$ cat src/rtl/bf_pkg.sv
package bf_pkg;
    localparam int unsigned BF_W   = 32;
    localparam int unsigned BF_SHW = $clog2(BF_W);
    localparam int unsigned BF_MW  = BF_SHW + 1;

    typedef struct packed {
        logic              insert;
        logic [BF_MW-1:0]  width;
        logic [BF_SHW-1:0] shamt;
    } bf_desc_t;
endpackage

$ cat src/rtl/bf_funnel.sv
module bf_funnel #(
    parameter int unsigned W   = 32,
    parameter int unsigned SHW = 5
) (
    input  logic [W-1:0]   hi_i,
    input  logic [W-1:0]   lo_i,
    input  logic [SHW-1:0] sh_i,
    output logic [W-1:0]   win_o
);
    localparam int unsigned DW = 2 * W;

    logic [SHW:0][DW-1:0] stage;

    assign stage[0] = {hi_i, lo_i};

    // Logarithmic shifter: stage s moves the value by 2**s when sh_i[s] is set.
    for (genvar s = 0; s < SHW; s++) begin : g_stage
        assign stage[s+1] = sh_i[s] ? (stage[s] << (2 ** s)) : stage[s];
    end

    assign win_o = stage[SHW][DW-1:W];

    logic unused_low;
    assign unused_low = ^stage[SHW][W-1:0];
endmodule

$ cat src/rtl/bf_maskgen.sv
module bf_maskgen #(
    parameter int unsigned W   = 32,
    parameter int unsigned SHW = 5,
    parameter int unsigned MW  = 6
) (
    input  logic [MW-1:0]  width_i,
    input  logic [SHW-1:0] sh_i,
    input  logic           insert_i,
    output logic [W-1:0]   mask_o
);
    for (genvar i = 0; i < W; i++) begin : g_bit
        localparam logic [MW-1:0]  IDX_M = MW'(i);
        localparam logic [SHW-1:0] IDX_S = SHW'(i);
        logic in_field;
        logic above_shift;
        // Width at or beyond W saturates: every position is below it.
        assign in_field    = (width_i > IDX_M);
        assign above_shift = (sh_i <= IDX_S);
        assign mask_o[i]   = in_field & (~insert_i | above_shift);
    end
endmodule

$ cat src/rtl/bf_merge.sv
module bf_merge #(
    parameter int unsigned W = 32
) (
    input  logic [W-1:0] win_i,
    input  logic [W-1:0] dst_i,
    input  logic [W-1:0] mask_i,
    input  logic         insert_i,
    output logic [W-1:0] res_o
);
    always_comb begin
        if (insert_i) begin
            res_o = (win_i & mask_i) | (dst_i & ~mask_i);
        end else begin
            res_o = win_i & mask_i;
        end
    end
endmodule

$ cat src/rtl/bitfield_unit.sv
module bitfield_unit
    import bf_pkg::*;
#(
    parameter bit REG_OUT = 1'b1
) (
    input  logic                clk,
    input  logic                rst_n,
    input  logic [BF_W-1:0]     hi_word_i,
    input  logic [BF_W-1:0]     lo_word_i,
    input  logic [BF_SHW-1:0]   shamt_i,
    input  logic [BF_MW-1:0]    width_i,
    input  logic                insert_i,
    output logic [BF_W-1:0]     field_o
);
    bf_desc_t        desc;
    logic [BF_W-1:0] window;
    logic [BF_W-1:0] mask;
    logic [BF_W-1:0] result;

    assign desc = '{insert: insert_i, width: width_i, shamt: shamt_i};

    bf_funnel #(.W(BF_W), .SHW(BF_SHW)) funnel_i (
        .hi_i  (hi_word_i),
        .lo_i  (lo_word_i),
        .sh_i  (desc.shamt),
        .win_o (window)
    );

    bf_maskgen #(.W(BF_W), .SHW(BF_SHW), .MW(BF_MW)) maskgen_i (
        .width_i  (desc.width),
        .sh_i     (desc.shamt),
        .insert_i (desc.insert),
        .mask_o   (mask)
    );

    bf_merge #(.W(BF_W)) merge_i (
        .win_i    (window),
        .dst_i    (lo_word_i),
        .mask_i   (mask),
        .insert_i (desc.insert),
        .res_o    (result)
    );

    if (REG_OUT) begin : g_reg
        logic [BF_W-1:0] field_q;
        always_ff @(posedge clk or negedge rst_n) begin
            if (!rst_n) begin
                field_q <= '0;
            end else begin
                field_q <= result;
            end
        end
        assign field_o = field_q;
    end else begin : g_comb
        logic unused_clk;
        assign unused_clk = clk ^ rst_n;
        assign field_o    = result;
    end
endmodule

$ cat config.mk
export PLATFORM = sky130hd
export DESIGN_NAME = bitfield_unit
export DESIGN_NICKNAME = d
export VERILOG_FILES = /design/src/rtl/bf_pkg.sv /design/src/rtl/bf_funnel.sv /design/src/rtl/bf_maskgen.sv /design/src/rtl/bf_merge.sv /design/src/rtl/bitfield_unit.sv
export SDC_FILE = /design/constraint.sdc
export NUM_CORES = 1
export LEC_CHECK = 0
export CORE_MARGIN = 8
export CORE_UTILIZATION = 40
export CTS_BUF_LIST = sky130_fd_sc_hd__clkbuf_8
export CTS_CLUSTER_SIZE = 8
export DETAILED_ROUTE_END_ITERATION = 7
export DONT_BUFFER_PORTS = 1
export GPL_TIMING_DRIVEN = 1
export PLACE_DENSITY = 0.52
export SYNTH_ARGS = -nofsm -noshare
export SYNTH_HDL_FRONTEND = slang
export SYNTH_SLANG_ARGS = --single-unit
$ cat constraint.sdc
create_clock -name clk -period 1.35 [get_ports clk]
set_clock_uncertainty 0.2 [all_clocks]
set_input_delay 0.27 -clock clk [delete_from_list [all_inputs] [get_ports clk]]
set_output_delay 0.27 -clock clk [all_outputs]
set_load 0.05 [all_outputs]
==> impl_metrics.yaml, run 1 <==
die:
  io_pins: 110
  rows: 41
  die_area_um2: 17000
  start_util: 0.412
  dieWidth_um: 130
  core-area_um2: 12700
  dieHeight_um: 130
power_and_ir_drop:
  finalPower_mw: 5.16
  ir_worst_vdd_uv: 343
  powerDensity_nw_per_um2: 724
  p_clk_frac: 0.170
  p_int_mw: 2.98
  switching_power_mw: 2.18
  swShare: 0.422
  power.leakage_nw: 2.91
  p_seq_frac: 0.223
  combPwrFrac: 0.607
synthesis:
  syn_nets: 660
  synth-seq-cells: 32
  synth_ff_type: "dfrtp_1"
  synth_top_area_cell: "mux4_2"
  syn_avg_cell_area_um2: 8.98
  ys_top_cells_by_count: "mux2i_1 (72), nand2_1 (72), mux4_2 (51)"
  synth_top_area_frac: 0.220
  synthDistinctLibCells: 63
  ys_warn_count: 0
  syn_inst: 582
  netlist_area_um2: 5230
  synth-edff-count: 0
  async_flop_share: 1.00
  ys_top_cells_by_area: "mux4_2 (22%), dfrtp_1 (15%), mux2i_1 (14%)"
  yosysSeqAreaShare: 0.153
place:
  dpl_cell_area_um2: 6320
  gp_congestion: 0.942
  placed_cells: 839
  hpwlAfterDp_um: 18100
  io_buffers: 0
  pre_cts_slack_ns: -0.712
setup_path:
  cpLargestDelayFamily: "multiplexers"
  crit_path_max_incr_delay_ns: 0.51
  cp-start-kind: "input pin"
  cp_num_cells: 6
  crit_slowest_cell: "mux4_2"
  crit_buf_inv: 1
  crit_type: "input pin to register"
  cp-end-kind: "register"
  path_max_fanout: 102
  path_cells: "mux4_2 > mux2_4 > mux2i_1 > buf_4 > nor2_4 > o31a_1"
  cp.required_ns: 1.32
  arrival_ns: 1.74
finish:
  stdcell_count: 876
  syn_to_final_growth_pct: 36.3
  num_antenna_cells: 0
  final_nets: 781
  drive_gt1_frac: 0.430
  finalInstanceArea_um2: 7120
  largest_reg_flops: 32
global_routing:
  grt.total_usage: 0.287
  grt_pass1_vias: 5842
  grt_start_max_net_pins: 103
  grt_antenna_before_repair: 0
  grt_first_pass_wirelength_um: 36200
  overflow: 0
sta:
  slew_headroom: 0.688
  whs_ns: -0.0925
  final_hold_viol_count: 17
  fin_setup_tns_ns: -8.31
  max_slew.worst_pin.slew_ns: 0.456
  drv_slew: 0
  fin_ws_ns: -0.419
  min_period_over_period: 1.31
  setup_violations: 36
  rsz0062_at_grt: "true"
  min_period_ns: 1.77
  fmax_mhz: 565
min_path:
  holdPathStages: 2
  hold_class: "input pin to register"
detailed_routing:
  wl_per_cell_um: 27.9
  ant_nets: 0
  vias: 5970
  drt_iter0_drc: 911
  drc: 0
  vias_per_cell: 6.82
  routed_wl_um: 24500
  drt-pass1-iter-count: 5
outcome:
  violations: "hold timing, setup timing"
  status: "finished, violations left"
clock_tree:
  cts_tree: "built"
  htree_levels: 2
  cts_buffers: 5
  cts.clk_slew.worst_paths_ns: 0.08
  clock_tree.buffer_depth: 2
  cts_sinks: 32
  cts-root-buf: "clkbuf_8"
flow_run:
  max_cap_violations: 0
logic make-up after synthesis:
group / synth area share
compound gates: 0.242
mux: 0.415
simple gates: 0.130
buf+inv: 0.0601
flops: 0.153
final cells by class:
class                      count  area, um^2
fill                        1191        5550
multi-input combinational    487        4550
timing repair buffer         169        1430
sequential                    32         801
tap                          172         215
clock buffer                   6        82.6
inverter                       8        33.8
clock inverter                 2        10.0
repair_timing:
action	4_1_cts	5_1_grt
setup buffers	4	1
hold buffers	22	3
pin swaps	19	10
gates resized for setup	54	33
hold endpoints to repair	57	19
endpoints found under the setup margin	40	46
per-layer routing:
metal | global-route usage | routed length (um) | vias to the layer above
met2 | 0.438 | 11000 | 414
met5 | 0 | 0 | -
met1 | 0.385 | 9660 | 2956
met3 | 0.0779 | 3020 | 49
met4 | 0.0949 | 740 | 0
li1 | - | - | 2551
stage by stage:
stage / utilization / hold WS, ns
3_5_place_dp: 0.499 / -0.224
6_report: 0.562 / -0.0925
2_1_floorplan: - / -0.226
3_3_place_gp: 0.499 / -0.224
4_1_cts: 0.548 / -0.109
5_1_grt: 0.562 / -0.0937
power by group through the flow:
stage	Clock [mW]	Combinational, mW	Sequential [mW]
floorplan	0	1.49	1.64
global placement	0	2.70	1.16
detailed placement	0	2.69	1.16
CTS	0.863	2.98	1.14
global route	0.917	3.26	1.17
finish	0.875	3.13	1.15
cell usage in the layout, fill, tap and decap left out, types with 6 or more instances in the layout:
master / instances
a21oi_1: 23
a21oi_2: 8
a22oi_2: 6
buf_4: 124
buf_6: 19
clkbuf_8: 6
dfrtp_1: 32
dlygate4sd3_1: 24
mux2_2: 10
mux2_4: 14
mux2i_1: 64
mux4_2: 51
nand2_1: 67
nand3_1: 12
nor2_1: 33
nor3_1: 6
o211ai_1: 10
o21ai_0: 21
o21ai_1: 6
o22ai_1: 18
path summary, 6_finish.rpt:
| path | from | end |
|---|---|---|
| worst max-delay path | shamt_i[1] | field_o[22] |
| worst min-delay path | insert_i | field_o[14] |
| max in group asynchronous | rst_n | field_o[18] |
| min in group asynchronous | rst_n | field_o[30] |
Power figures use the tool's default switching activity.
==> run 2, diff against run 1 <==
--- a/config.mk
+++ b/config.mk
@@ -6,13 +6,14 @@
 export NUM_CORES = 1
 export LEC_CHECK = 0
 export CORE_MARGIN = 8
-export CORE_UTILIZATION = 40
+export CORE_UTILIZATION = 38
 export CTS_BUF_LIST = sky130_fd_sc_hd__clkbuf_8
 export CTS_CLUSTER_SIZE = 8
 export DETAILED_ROUTE_END_ITERATION = 7
 export DONT_BUFFER_PORTS = 1
 export GPL_TIMING_DRIVEN = 1
-export PLACE_DENSITY = 0.52
+export PLACE_DENSITY = 0.5
+export SLEW_MARGIN = 5
 export SYNTH_ARGS = -nofsm -noshare
 export SYNTH_HDL_FRONTEND = slang
 export SYNTH_SLANG_ARGS = --single-unit
==> run 2 against run 1 <==
The flow still finishes with violations (hold timing, setup timing); critical path depth fell by 1; routed wire length is 1.5% higher; flip-flop and latch count unchanged; clock power is 13% higher; final area grew 1.3%; die area up 4.6%; power is 3.5% higher; clock-buffer cell count shrank 1; via count shrank 0.92%; sequential power hardly changed; maximum frequency up 1.0%; core utilization decreased by 3.4 points; largest cell class unchanged; highest routed layer unchanged.
==> impl_metrics.yaml, run 2 (synthesis gave the netlist of run 1 again) <==
clock_tree:
  clock_tree.buffer_depth: 2
  cts-root-buf: "clkbuf_8"
  cts_tree: "built"
  htree_levels: 2
  cts.clk_slew.worst_paths_ns: 0.09
  cts_sinks: 32
  cts_buffers: 5
detailed_routing:
  wl_per_cell_um: 28.1
  drt-pass1-iter-count: 8
  drt_iter0_drc: 1022
  routed_wl_um: 24800
  drc: 0
  ant_nets: 0
  vias: 5915
  vias_per_cell: 6.70
setup_path:
  crit_type: "input pin to register"
  crit_buf_inv: 0
  crit_slowest_cell: "mux4_2"
  cp-start-kind: "input pin"
  cp-end-kind: "register"
  cp.required_ns: 1.32
  cpLargestDelayFamily: "multiplexers"
  path_cells: "mux4_2 > mux2_4 > mux2i_4 > nor3_2 > a311o_1"
  crit_path_max_incr_delay_ns: 0.54
  arrival_ns: 1.72
  path_max_fanout: 102
global_routing:
  grt_start_max_net_pins: 103
  grt_first_pass_wirelength_um: 36200
  overflow: 0
  grt.total_usage: 0.265
  grt_antenna_before_repair: 0
  grt_pass1_vias: 5687
power_and_ir_drop:
  finalPower_mw: 5.34
  ir_worst_vdd_uv: 467
  p_seq_frac: 0.217
  power.leakage_nw: 2.94
  swShare: 0.409
  switching_power_mw: 2.19
  p_int_mw: 3.15
  powerDensity_nw_per_um2: 740
  p_clk_frac: 0.185
  combPwrFrac: 0.597
finish:
  fillers: 1279
  final_common_cell: "buf_4"
  finish.utilization: 0.528
  final_cell_mix: "buf_4 (115), nand2_1 (66), mux2i_1 (62)"
  drive_gt1_frac: 0.427
  stdcell_count: 883
  syn_to_final_growth_pct: 38.0
  num_antenna_cells: 0
  final_nets: 780
  largest_reg_flops: 32
outcome:
  violations: "hold timing, setup timing"
  status: "finished, violations left"
sta:
  fin_ws_ns: -0.401
  whs_ns: -0.0880
  max_slew.worst_pin.slew_ns: 0.530
  final_hold_viol_count: 19
  min_period_over_period: 1.30
  fmax_mhz: 571
  slew_headroom: 0.645
  setup_violations: 38
  min_period_ns: 1.75
  drv_slew: 0
  rsz0062_at_grt: "true"
min_path:
  holdPathStages: 2
  min_to: "field_o[14]"
  hold_class: "input pin to register"
  min_from: "insert_i"
place:
  hpwlAfterDp_um: 18400
  placed_cells: 844
  gp_congestion: 0.992
  io_buffers: 0
die:
  rows: 43
  core-area_um2: 13700
  start_util: 0.382
  dieWidth_um: 133
  die_area_um2: 17800
  dieHeight_um: 133
  io_pins: 110
flow_run:
  max_cap_violations: 0
==> run 2: cell types whose count changed in the layout (fill, tap and decap cells not counted), moves of 3 or more <==
cell and change:
buf_4 -9, buf_6 +7, a21oi_1 +3, a21oi_2 -3
==> run 2: worst max path at each step <==
stage	from	to	cells after the start
after global routing	shamt_i[1]	field_o[21]	5
after detailed placement	shamt_i[1]	field_o[27]	4
after CTS	shamt_i[1]	field_o[21]	5
final	shamt_i[1]	field_o[21]	5
after global placement	shamt_i[1]	field_o[27]	4
after floorplan	shamt_i[1]	field_o[30]	6
==> run 2: metal layers <==
metal  wire (um)  GRT usage
met3        3030     0.0825
met1        9890      0.347
met2       11000      0.398
met5           0          0
met4         898      0.104
==> run 2: final cells by class <==
class / instances / area [um^2] / area share
clock buffer: 5 / 68.8 / 0.00954
timing repair buffer: 168 / 1460 / 0.202
sequential: 32 / 802 / 0.111
multi-input combinational: 487 / 4590 / 0.637
tap: 180 / 225 / 0.0312
clock inverter: 3 / 38.8 / 0.00538
inverter: 8 / 30.0 / 0.00416
==> run 2: stage by stage <==
step / cell area (um^2) / setup slack, ns / TNS, ns
detailed placement: 6320 / -0.742 / -19.07
global placement: 6320 / -0.815 / -18.59
global route: 7210 / -0.377 / -8.65
finish: 7210 / -0.401 / -8.67
CTS: 7040 / -0.343 / -7.41
floorplan: 5460 / -0.648 / -16.05
==> run 2: repair_timing <==
item                                    in CTS  in global routing
gates resized for setup                     74                 26
buffers inserted                             3                  4
hold endpoints to repair                    56                 20
endpoints found under the setup margin      40                 46
gates cloned                                 0                  0
hold buffers                                22                  3
pin swaps                                   25                 21
==> run 2: power by group through the flow <==
stage	combinational, mW	sequential [mW]	clock, mW
CTS	3.03	1.16	0.988
global placement	2.69	1.17	0
global route	3.31	1.17	1.02
finish	3.19	1.16	0.989
floorplan	1.49	1.64	0
detailed placement	2.68	1.17	0
==> run 3, diff against run 2 <==
--- a/config.mk
+++ b/config.mk
@@ -12,7 +12,6 @@
 export DETAILED_ROUTE_END_ITERATION = 7
 export DONT_BUFFER_PORTS = 1
 export GPL_TIMING_DRIVEN = 1
-export PLACE_DENSITY = 0.5
 export SLEW_MARGIN = 5
 export SYNTH_ARGS = -nofsm -noshare
 export SYNTH_HDL_FRONTEND = slang
==> run 3 against run 2 <==
The flow still finishes with violations (hold timing, setup timing); sequential share of layout area about the same; non-clock buffer count up 2; critical path depth up 1; power up 0.18%; clock power about the same; first-iteration DRC count down 4.5%; setup slack better by 0.080 ns; final cell count up 0.23%; highest routed layer unchanged.
==> impl_metrics.yaml, run 3 (synthesis gave the netlist of run 1 again) <==
setup_path:
  cp-start-kind: "input pin"
  path_cells: "mux4_2 > buf_6 > mux2i_2 > buf_6 > a211oi_1 > a311o_1"
  path_max_fanout: 102
  cp.required_ns: 1.33
  crit_type: "input pin to register"
  arrival_ns: 1.65
  cp-end-kind: "register"
  crit_slowest_cell: "mux4_2"
  crit_path_max_incr_delay_ns: 0.51
  crit_top_cell: "buf_6"
global_routing:
  grt.total_usage: 0.268
  grt_first_pass_wirelength_um: 37200
  grt_start_max_net_pins: 103
  grt_pass1_vias: 5956
  grt_antenna_before_repair: 0
  overflow: 0
outcome:
  violations: "hold timing, setup timing"
  status: "finished, violations left"
finish:
  final_nets: 782
  largest_reg_flops: 32
  final_cell_mix: "buf_4 (116), nand2_1 (66), mux2i_1 (62)"
  syn_to_final_growth_pct: 37.6
  drive_gt1_frac: 0.414
  stdcell_count: 885
  finish.utilization: 0.526
  num_antenna_cells: 0
  final_common_cell: "buf_4"
place:
  placed_cells: 843
  hpwlAfterDp_um: 17900
  pre_cts_slack_ns: -0.707
  io_buffers: 0
  gp_congestion: 0.992
detailed_routing:
  wl_per_cell_um: 27.8
  drt_iter0_drc: 976
  vias: 6047
  drt-pass1-iter-count: 5
  ant_nets: 0
  routed_wl_um: 24600
  vias_per_cell: 6.83
  drc: 0
die:
  die_area_um2: 17800
  dieWidth_um: 133
  core-area_um2: 13700
  rows: 43
  io_pins: 110
  start_util: 0.382
  dieHeight_um: 133
sta:
  fin_ws_ns: -0.320
  setup_violations: 38
  slew_headroom: 0.574
  final_hold_viol_count: 1
  whs_ns: -0.00309
  fin_setup_tns_ns: -7.79
  drv_slew: 0
  max_slew.worst_pin.slew_ns: 0.633
  rsz0062_at_grt: "true"
  min_period_over_period: 1.24
  fmax_mhz: 599
  min_period_ns: 1.67
clock_tree:
  clock_tree.buffer_depth: 2
  cts_buffers: 5
  cts.clk_slew.worst_paths_ns: 0.09
  cts-root-buf: "clkbuf_8"
  htree_levels: 2
  cts_sinks: 32
  cts_tree: "built"
power_and_ir_drop:
  powerDensity_nw_per_um2: 744
  power.leakage_nw: 2.94
  ir_worst_vdd_uv: 319
min_path:
  hold_class: "input pin to register"
  holdPathStages: 3
flow_run:
  max_cap_violations: 0
run 3: cell type report:
| type | count | area [um^2] |
|---|---|---|
| Inverter | 8 | 31.3 |
| Clock inverter | 3 | 38.8 |
| Fill cell | 1281 | 6470 |
| Timing Repair Buffer | 170 | 1470 |
| Sequential cell | 32 | 801 |
| Tap cell | 180 | 225 |
| Multi-Input combinational cell | 487 | 4560 |
| Clock buffer | 5 | 68.8 |
run 3: routing by layer:
metal  track usage  up-vias  share of wire
li1              -     2543              -
met1         0.349     2907           0.38
met2         0.409      523           0.45
met3        0.0809       74           0.14
met4         0.101        0          0.039
met5             0        -              0
run 3: report_power, final:
group          switching [mW]  internal, mW
registers              0.0615          1.09
clock network           0.463         0.542
logic                    1.68          1.51
run 3: timing repair:
item | CTS | global route
hold buffers | 28 | 2
endpoints found under the hold margin | 55 | 1
setup buffers | 4 | 1
setup endpoints to repair | 42 | 41
pin swaps | 29 | 22
gates resized for setup | 66 | 24
run 3: through the flow:
step | total power [mW] | hold slack [ns] | area (um^2)
final | 5.35 | -0.00309 | 7190
after global routing | 5.50 | 0.00819 | 7190
after CTS | 5.18 | 0.000665 | 7050
after detailed placement | 3.84 | -0.224 | 6300
after global placement | 3.84 | -0.224 | 6300
after floorplan | 3.13 | -0.226 | 5460
run 3: worst paths after layout:
kind                       startpoint           to  slack [ns]
min in group asynchronous       rst_n  field_o[30]        0.19
max in group asynchronous       rst_n   field_o[7]        0.53
hold / removal               insert_i   field_o[5]      -0.003
setup / recovery           shamt_i[1]  field_o[23]       -0.32
run 3: worst max-delay path: cells and delay by family:
kind	cells	cell delay, ns
multiplexers	2	0.68
buffers and inverters	2	0.31
AO/OA/AOI/OAI	2	0.36
